### src/rtl/sertx_pkg.sv
package sertx_pkg;

  typedef struct packed {
    logic       stick;
    logic       even;
    logic       par_en;
    logic       long_stop;
    logic [1:0] wlen;
  } fmt_t;

  function automatic fmt_t decode_fmt(input logic [7:0] cfg);
    fmt_t f;
    f.wlen      = cfg[1:0];
    f.long_stop = cfg[2];
    f.par_en    = cfg[3];
    f.even      = cfg[4];
    f.stick     = cfg[5];
    return f;
  endfunction

  function automatic logic [3:0] word_bits(input logic [1:0] wlen);
    return 4'd5 + {2'b00, wlen};
  endfunction

  function automatic logic [7:0] word_mask(input logic [1:0] wlen);
    return 8'hFF >> (2'd3 - wlen);
  endfunction

  function automatic logic parity_of(input logic [7:0] data, input fmt_t f);
    logic [7:0] used;
    used = data & word_mask(f.wlen);
    if (f.stick) return ~f.even;
    return f.even ? ^used : ~^used;
  endfunction

endpackage

### src/rtl/sertx_hold.sv
module sertx_hold
  import sertx_pkg::*;
#(
  parameter int DATA_W = 8
) (
  input  logic              clk,
  input  logic              rst_n,
  input  logic              in_valid,
  input  logic [DATA_W-1:0] in_data,
  input  fmt_t              in_fmt,
  input  logic              take,
  output logic              in_ready,
  output logic              hold_valid,
  output logic [DATA_W-1:0] hold_data,
  output fmt_t              hold_fmt
);

  logic accept;

  assign in_ready = ~hold_valid;
  assign accept   = in_valid & ~hold_valid;

  always_ff @(posedge clk or negedge rst_n) begin
    if (!rst_n) begin
      hold_valid <= 1'b0;
      hold_data  <= '0;
      hold_fmt   <= '0;
    end else if (accept) begin
      hold_valid <= 1'b1;
      hold_data  <= in_data;
      hold_fmt   <= in_fmt;
    end else if (take) begin
      hold_valid <= 1'b0;
    end
  end

endmodule

### src/rtl/sertx_shift.sv
module sertx_shift
  import sertx_pkg::*;
#(
  parameter int OVERSAMPLE = 16
) (
  input  logic       clk,
  input  logic       rst_n,
  input  logic       tick,
  input  logic       hold_valid,
  input  logic [7:0] hold_data,
  input  fmt_t       hold_fmt,
  output logic       take,
  output logic       busy,
  output logic       line
);

  localparam int CNT_W = $clog2(2 * OVERSAMPLE + 1);
  localparam int HALF  = OVERSAMPLE / 2;
  localparam logic [CNT_W-1:0] BIT_LEN   = CNT_W'(OVERSAMPLE);
  localparam logic [CNT_W-1:0] STOP_MID  = CNT_W'(OVERSAMPLE + HALF);
  localparam logic [CNT_W-1:0] STOP_LONG = CNT_W'(2 * OVERSAMPLE);

  typedef enum logic [2:0] {
    ST_IDLE,
    ST_START,
    ST_DATA,
    ST_PAR,
    ST_STOP
  } st_t;

  st_t              st;
  logic [7:0]       sh;
  logic [2:0]       idx;
  logic [CNT_W-1:0] tcnt;
  fmt_t             fmt_q;
  logic             par_q;
  logic [CNT_W-1:0] stop_len;
  logic [CNT_W-1:0] limit;
  logic             bit_done;
  logic             last_data;

  always_comb begin
    if (!fmt_q.long_stop)     stop_len = BIT_LEN;
    else if (fmt_q.wlen == 0) stop_len = STOP_MID;
    else                      stop_len = STOP_LONG;
  end

  assign limit     = (st == ST_STOP) ? stop_len : BIT_LEN;
  assign bit_done  = tick && (tcnt == limit - 1'b1);
  assign last_data = ({1'b0, idx} == word_bits(fmt_q.wlen) - 4'd1);
  assign take      = (st == ST_IDLE) && hold_valid;
  assign busy      = (st != ST_IDLE);

  always_comb begin
    unique case (st)
      ST_START: line = 1'b0;
      ST_DATA:  line = sh[0];
      ST_PAR:   line = par_q;
      default:  line = 1'b1;
    endcase
  end

  always_ff @(posedge clk or negedge rst_n) begin
    if (!rst_n) begin
      st    <= ST_IDLE;
      sh    <= '0;
      idx   <= '0;
      tcnt  <= '0;
      fmt_q <= '0;
      par_q <= 1'b0;
    end else if (st == ST_IDLE) begin
      if (hold_valid) begin
        st    <= ST_START;
        sh    <= hold_data;
        fmt_q <= hold_fmt;
        par_q <= parity_of(hold_data, hold_fmt);
        idx   <= '0;
        tcnt  <= '0;
      end
    end else if (tick) begin
      if (!bit_done) begin
        tcnt <= tcnt + 1'b1;
      end else begin
        tcnt <= '0;
        unique case (st)
          ST_START: begin
            st  <= ST_DATA;
            idx <= '0;
          end
          ST_DATA: begin
            sh <= {1'b0, sh[7:1]};
            if (last_data) st <= fmt_q.par_en ? ST_PAR : ST_STOP;
            else           idx <= idx + 1'b1;
          end
          ST_PAR:  st <= ST_STOP;
          default: st <= ST_IDLE;
        endcase
      end
    end
  end

endmodule

### src/rtl/sertx_drive.sv
module sertx_drive (
  input  logic brk,
  input  logic line,
  output logic txd
);

  assign txd = brk ? 1'b0 : line;

endmodule

### src/rtl/serial_frame_tx.sv
module serial_frame_tx
  import sertx_pkg::*;
#(
  parameter int OVERSAMPLE = 16
) (
  input  logic       clk,
  input  logic       rst_n,
  input  logic       baud_tick,
  input  logic [7:0] line_cfg,
  input  logic       in_valid,
  input  logic [7:0] in_data,
  output logic       in_ready,
  output logic       busy,
  output logic       txd
);

  logic       take;
  logic       hold_valid;
  logic [7:0] hold_data;
  fmt_t       hold_fmt;
  logic       line;

  sertx_hold #(.DATA_W(8)) u_hold (
    .clk        (clk),
    .rst_n      (rst_n),
    .in_valid   (in_valid),
    .in_data    (in_data),
    .in_fmt     (decode_fmt(line_cfg)),
    .take       (take),
    .in_ready   (in_ready),
    .hold_valid (hold_valid),
    .hold_data  (hold_data),
    .hold_fmt   (hold_fmt)
  );

  sertx_shift #(.OVERSAMPLE(OVERSAMPLE)) u_shift (
    .clk        (clk),
    .rst_n      (rst_n),
    .tick       (baud_tick),
    .hold_valid (hold_valid),
    .hold_data  (hold_data),
    .hold_fmt   (hold_fmt),
    .take       (take),
    .busy       (busy),
    .line       (line)
  );

  sertx_drive u_drive (
    .brk  (line_cfg[6]),
    .line (line),
    .txd  (txd)
  );

endmodule

### config.mk
export PLATFORM = sky130hd
export DESIGN_NAME = serial_frame_tx
export DESIGN_NICKNAME = d
export VERILOG_FILES = /design/src/rtl/sertx_pkg.sv /design/src/rtl/sertx_hold.sv /design/src/rtl/sertx_shift.sv /design/src/rtl/sertx_drive.sv /design/src/rtl/serial_frame_tx.sv
export SDC_FILE = /design/constraint.sdc
export NUM_CORES = 1
export LEC_CHECK = 0
export ABC_CLOCK_PERIOD_IN_PS = 3200
export BUFFER_PORTS_ARGS = -buffer_cell sky130_fd_sc_hd__buf_2
export CAP_MARGIN = 10
export CORE_MARGIN = 10
export CORE_UTILIZATION = 38
export DETAILED_ROUTE_END_ITERATION = 10
export PLACE_DENSITY = 0.6
export REMOVE_ABC_BUFFERS = 1
export SYNTH_ARGS = -nofsm -noshare
export SYNTH_HDL_FRONTEND = slang
export SYNTH_SLANG_ARGS = --single-unit
### constraint.sdc
create_clock -name clk -period 3.2 [get_ports clk]
set_input_delay 0.32 -clock clk [delete_from_list [all_inputs] [get_ports clk]]
set_output_delay 0.32 -clock clk [all_outputs]
set_load 0.01 [all_outputs]
==> metrics.txt <==
initial antenna violation count 0; vias in the first global route around 1,700; run status finished, final reports clean; worst clock skew roughly 0.010 ns; crit path time final about 2.9 ns; Setup Crit Path Kind reg -> reg; Worst EP arrival 3.04 ns; top post-synthesis cells by area sky130_fd_sc_hd__dfrtp_1 (48%), sky130_fd_sc_hd__mux2_2 (13%), sky130_fd_sc_hd__nand2_1 (4.3%); post-cts resize count 0; library cell appearing most often on the critical path sky130_fd_sc_hd__nor3_1; Post-CTS Repair Setup Buffers 0; layout cells sized above 1 28.90%; ordered cell list for the critical path nand4bb_1, nor3_1, ha_1, xor2_1, nor3_1, o21ai_2, a211oi_4, mux2_2; Worst Reg2Reg Path Length in Cells 8; Final GP Congestion roughly 0.77; reported leakage power 1.110 nW; cell type contributing the most total cell area after synthesis sky130_fd_sc_hd__dfrtp_1; Critical Path Source Type flop; critical-path cell with the highest stage delay sky130_fd_sc_hd__a211oi_4; delay contributed by the slowest stage of the critical path around 0.51 ns; FFs w/ async S/R, synth 100.0%; residual overflow from global routing 0; First-pass DRT Iterations 4; relative area change from synthesis to final layout 15.87%; Post-Route Setup TNS 0 ns; total of buffers placed on input and output ports 21; Cell variety after synth 44; Routed wire per std cell 14.16 um; clock-pin slew on the worst setup and hold paths about 0.09 ns; post-cts hold buffer count 0; Final nets 240; number of nets with antenna violations after detailed routing 0; pin count of the biggest net entering global routing between 40 and 50; number of levels the H-tree was split into 2; routed wire length 4105 um; number of max-slew violations in the final report 0; post-place setup slack 0.3276 ns; area of all placed cells without fillers approximately 0.0024 mm2; Die Ht ~94 um; post-synthesis register bit count 40; Top FF cell, synth sky130_fd_sc_hd__dfrtp_1; CTS sink cnt 40; top-area cell type share of the netlist area 47.56%; die width between 90 and 100 um; number of vias per cell a little over 5; clock root buffer master sky130_fd_sc_hd__clkbuf_8; initial core utilization 38.69%; leading post-synthesis cells by instance count sky130_fd_sc_hd__dfrtp_1 (40), sky130_fd_sc_hd__mux2_2 (25), sky130_fd_sc_hd__nand2_1 (24); via total after detailed routing between 1,000 and 1,500; core area approximately 0.0054 mm2; post-DP HPWL between 2000 and 3000 um; count of yosys warnings during synthesis 0; sequential share of the synthesized area between 40% and 50%; final hold viol count 0; crit end category flop; post-detailed-route DRC marker count 0; wire length of the first global-routing pass roughly 7500 um; final number of setup-violating endpoints 0; total number of placement rows 27; number of flops mapped to enable cells by yosys 0; area of the die between 0.008 and 0.009 mm2; mean cell area of the mapped netlist ~11 um2; DRT iter0 DRCs 102; most frequently used cell type in the post-synthesis netlist sky130_fd_sc_hd__dfrtp_1; largest fanout on the critical path 9; cell area after placement about 0.0023 mm2; Clock Latency Late Sink about 0.29 ns; TritonCTS buffer count 5; clk buf depth 2; overall fraction of global-route tracks in use 10.23%; Crit path required time 3.37 ns; f_max ~350 MHz; areal power density over the cells roughly 980 mW/mm2; Antenna Cells 0; RSZ-0062 raised after global routing no; largest voltage drop on the vdd net roughly 560 uV; Power Total 2.379 mW; number of cells produced by synthesis slightly below 200; Worst Tran Pin Value 0.8791 ns; smallest setup slack after layout approximately 0.34 ns; max-cap violations 0; CTS tree built; headroom to the max-slew limit around 41%; Hold WC Path Type in -> async; I/O pin cnt 23; mapped cell area 0.002105 mm2; share of the clock period used by the worst path after layout about 89%
layer usage:
layer  up-vias  share of wire (%)  track usage [%]  routed length (um)
li1        742                  -                -                   -
met1       717                 49            12.93                2023
met2        29                 47            16.82                1920
met3         4                3.2            2.776                 132
met4         0               0.71            2.658                  29
met5         -                  0                0                   0
layout by cell type (no fill, tap or decap), types with 5 or more instances in the layout:
cell	Yosys	final
sky130_fd_sc_hd__buf_2	1	21
sky130_fd_sc_hd__nand3_1	6	6
sky130_fd_sc_hd__o31ai_1	7	7
sky130_fd_sc_hd__dfrtp_1	40	40
sky130_fd_sc_hd__clkbuf_8	0	5
sky130_fd_sc_hd__nor2_1	8	8
sky130_fd_sc_hd__nor3_1	5	5
sky130_fd_sc_hd__inv_1	7	7
sky130_fd_sc_hd__o21ai_0	9	9
sky130_fd_sc_hd__nand2_1	24	24
sky130_fd_sc_hd__mux2_2	25	25
critical path: cells and delay by family (launching register included):
kind | cells | cell delay, ns
flip-flops | 1 | 0.47
XOR/XNOR | 1 | 0.14
multiplexers | 1 | 0.39
adder cells (fa/ha/maj) | 1 | 0.26
AND/OR/NAND/NOR | 3 | 0.76
AO/OA/AOI/OAI | 2 | 0.72
through the flow:
step           std cells  utilization [%]  hold WS, ns
6_report             290            44.84       0.1433
3_3_place_gp         282            41.91       0.4779
3_5_place_dp         282            41.91       0.4803
4_1_cts              290            44.84       0.1780
5_1_grt              290            44.84       0.2177
2_1_floorplan        185                -      0.02441
power breakdown:
group / switching, mW / internal, mW / leakage [nW]
registers: 0.192 / 0.731 / 0.485
logic: 0.390 / 0.491 / 0.546
clock network: 0.185 / 0.390 / 0.0784
registers in the layout (all words and copies together) (netlist names):
| name | flops |
|---|---|
| u_shift.sh | 8 |
| u_shift.fmt_q | 4 |
| u_shift.tcnt | 6 |
| u_hold.hold_data | 8 |
| u_shift.st | 3 |
| u_shift.idx | 3 |
| u_hold.hold_valid | 1 |
| u_hold.hold_fmt | 6 |
| u_shift.par_q | 1 |
final cells by class:
cell class              count  area (um2)
repair buffers             25       135.1
clock buffers               5       68.82
clock inverters             3       90.09
inverters                   8       30.03
flip-flops and latches     40        1001
well taps                  72       90.09
multi-input cells         137        1023
fillers                   511        3000
worst paths after layout:
path	startpoint	slack [ns]	to
max in group asynchronous	rst_n	2.51	u_shift.sh[6]
hold / removal	rst_n	0.14	u_shift.sh[4]
setup reg to reg	u_shift.st[0]	0.34	u_shift.sh[2]
setup / recovery	u_shift.st[0]	0.34	u_shift.sh[2]
hold reg to reg	u_shift.par_q	0.50	u_shift.par_q
min in group clk	in_valid	0.25	u_hold.hold_valid
kinds of logic (layout without fill, tap and decap cells):
| family | after synthesis | in the layout | share of synthesized area (%) |
|---|---|---|---|
| simple gates | 58 | 58 | 13.56 |
| compound gates | 39 | 39 | 14.03 |
| flops | 40 | 40 | 47.56 |
| xor+xnor | 9 | 9 | 4.399 |
| buf+inv | 17 | 41 | 3.805 |
| mux | 28 | 28 | 14.86 |
| fa+ha+maj | 3 | 3 | 1.784 |
Power figures use the tool's default switching activity.
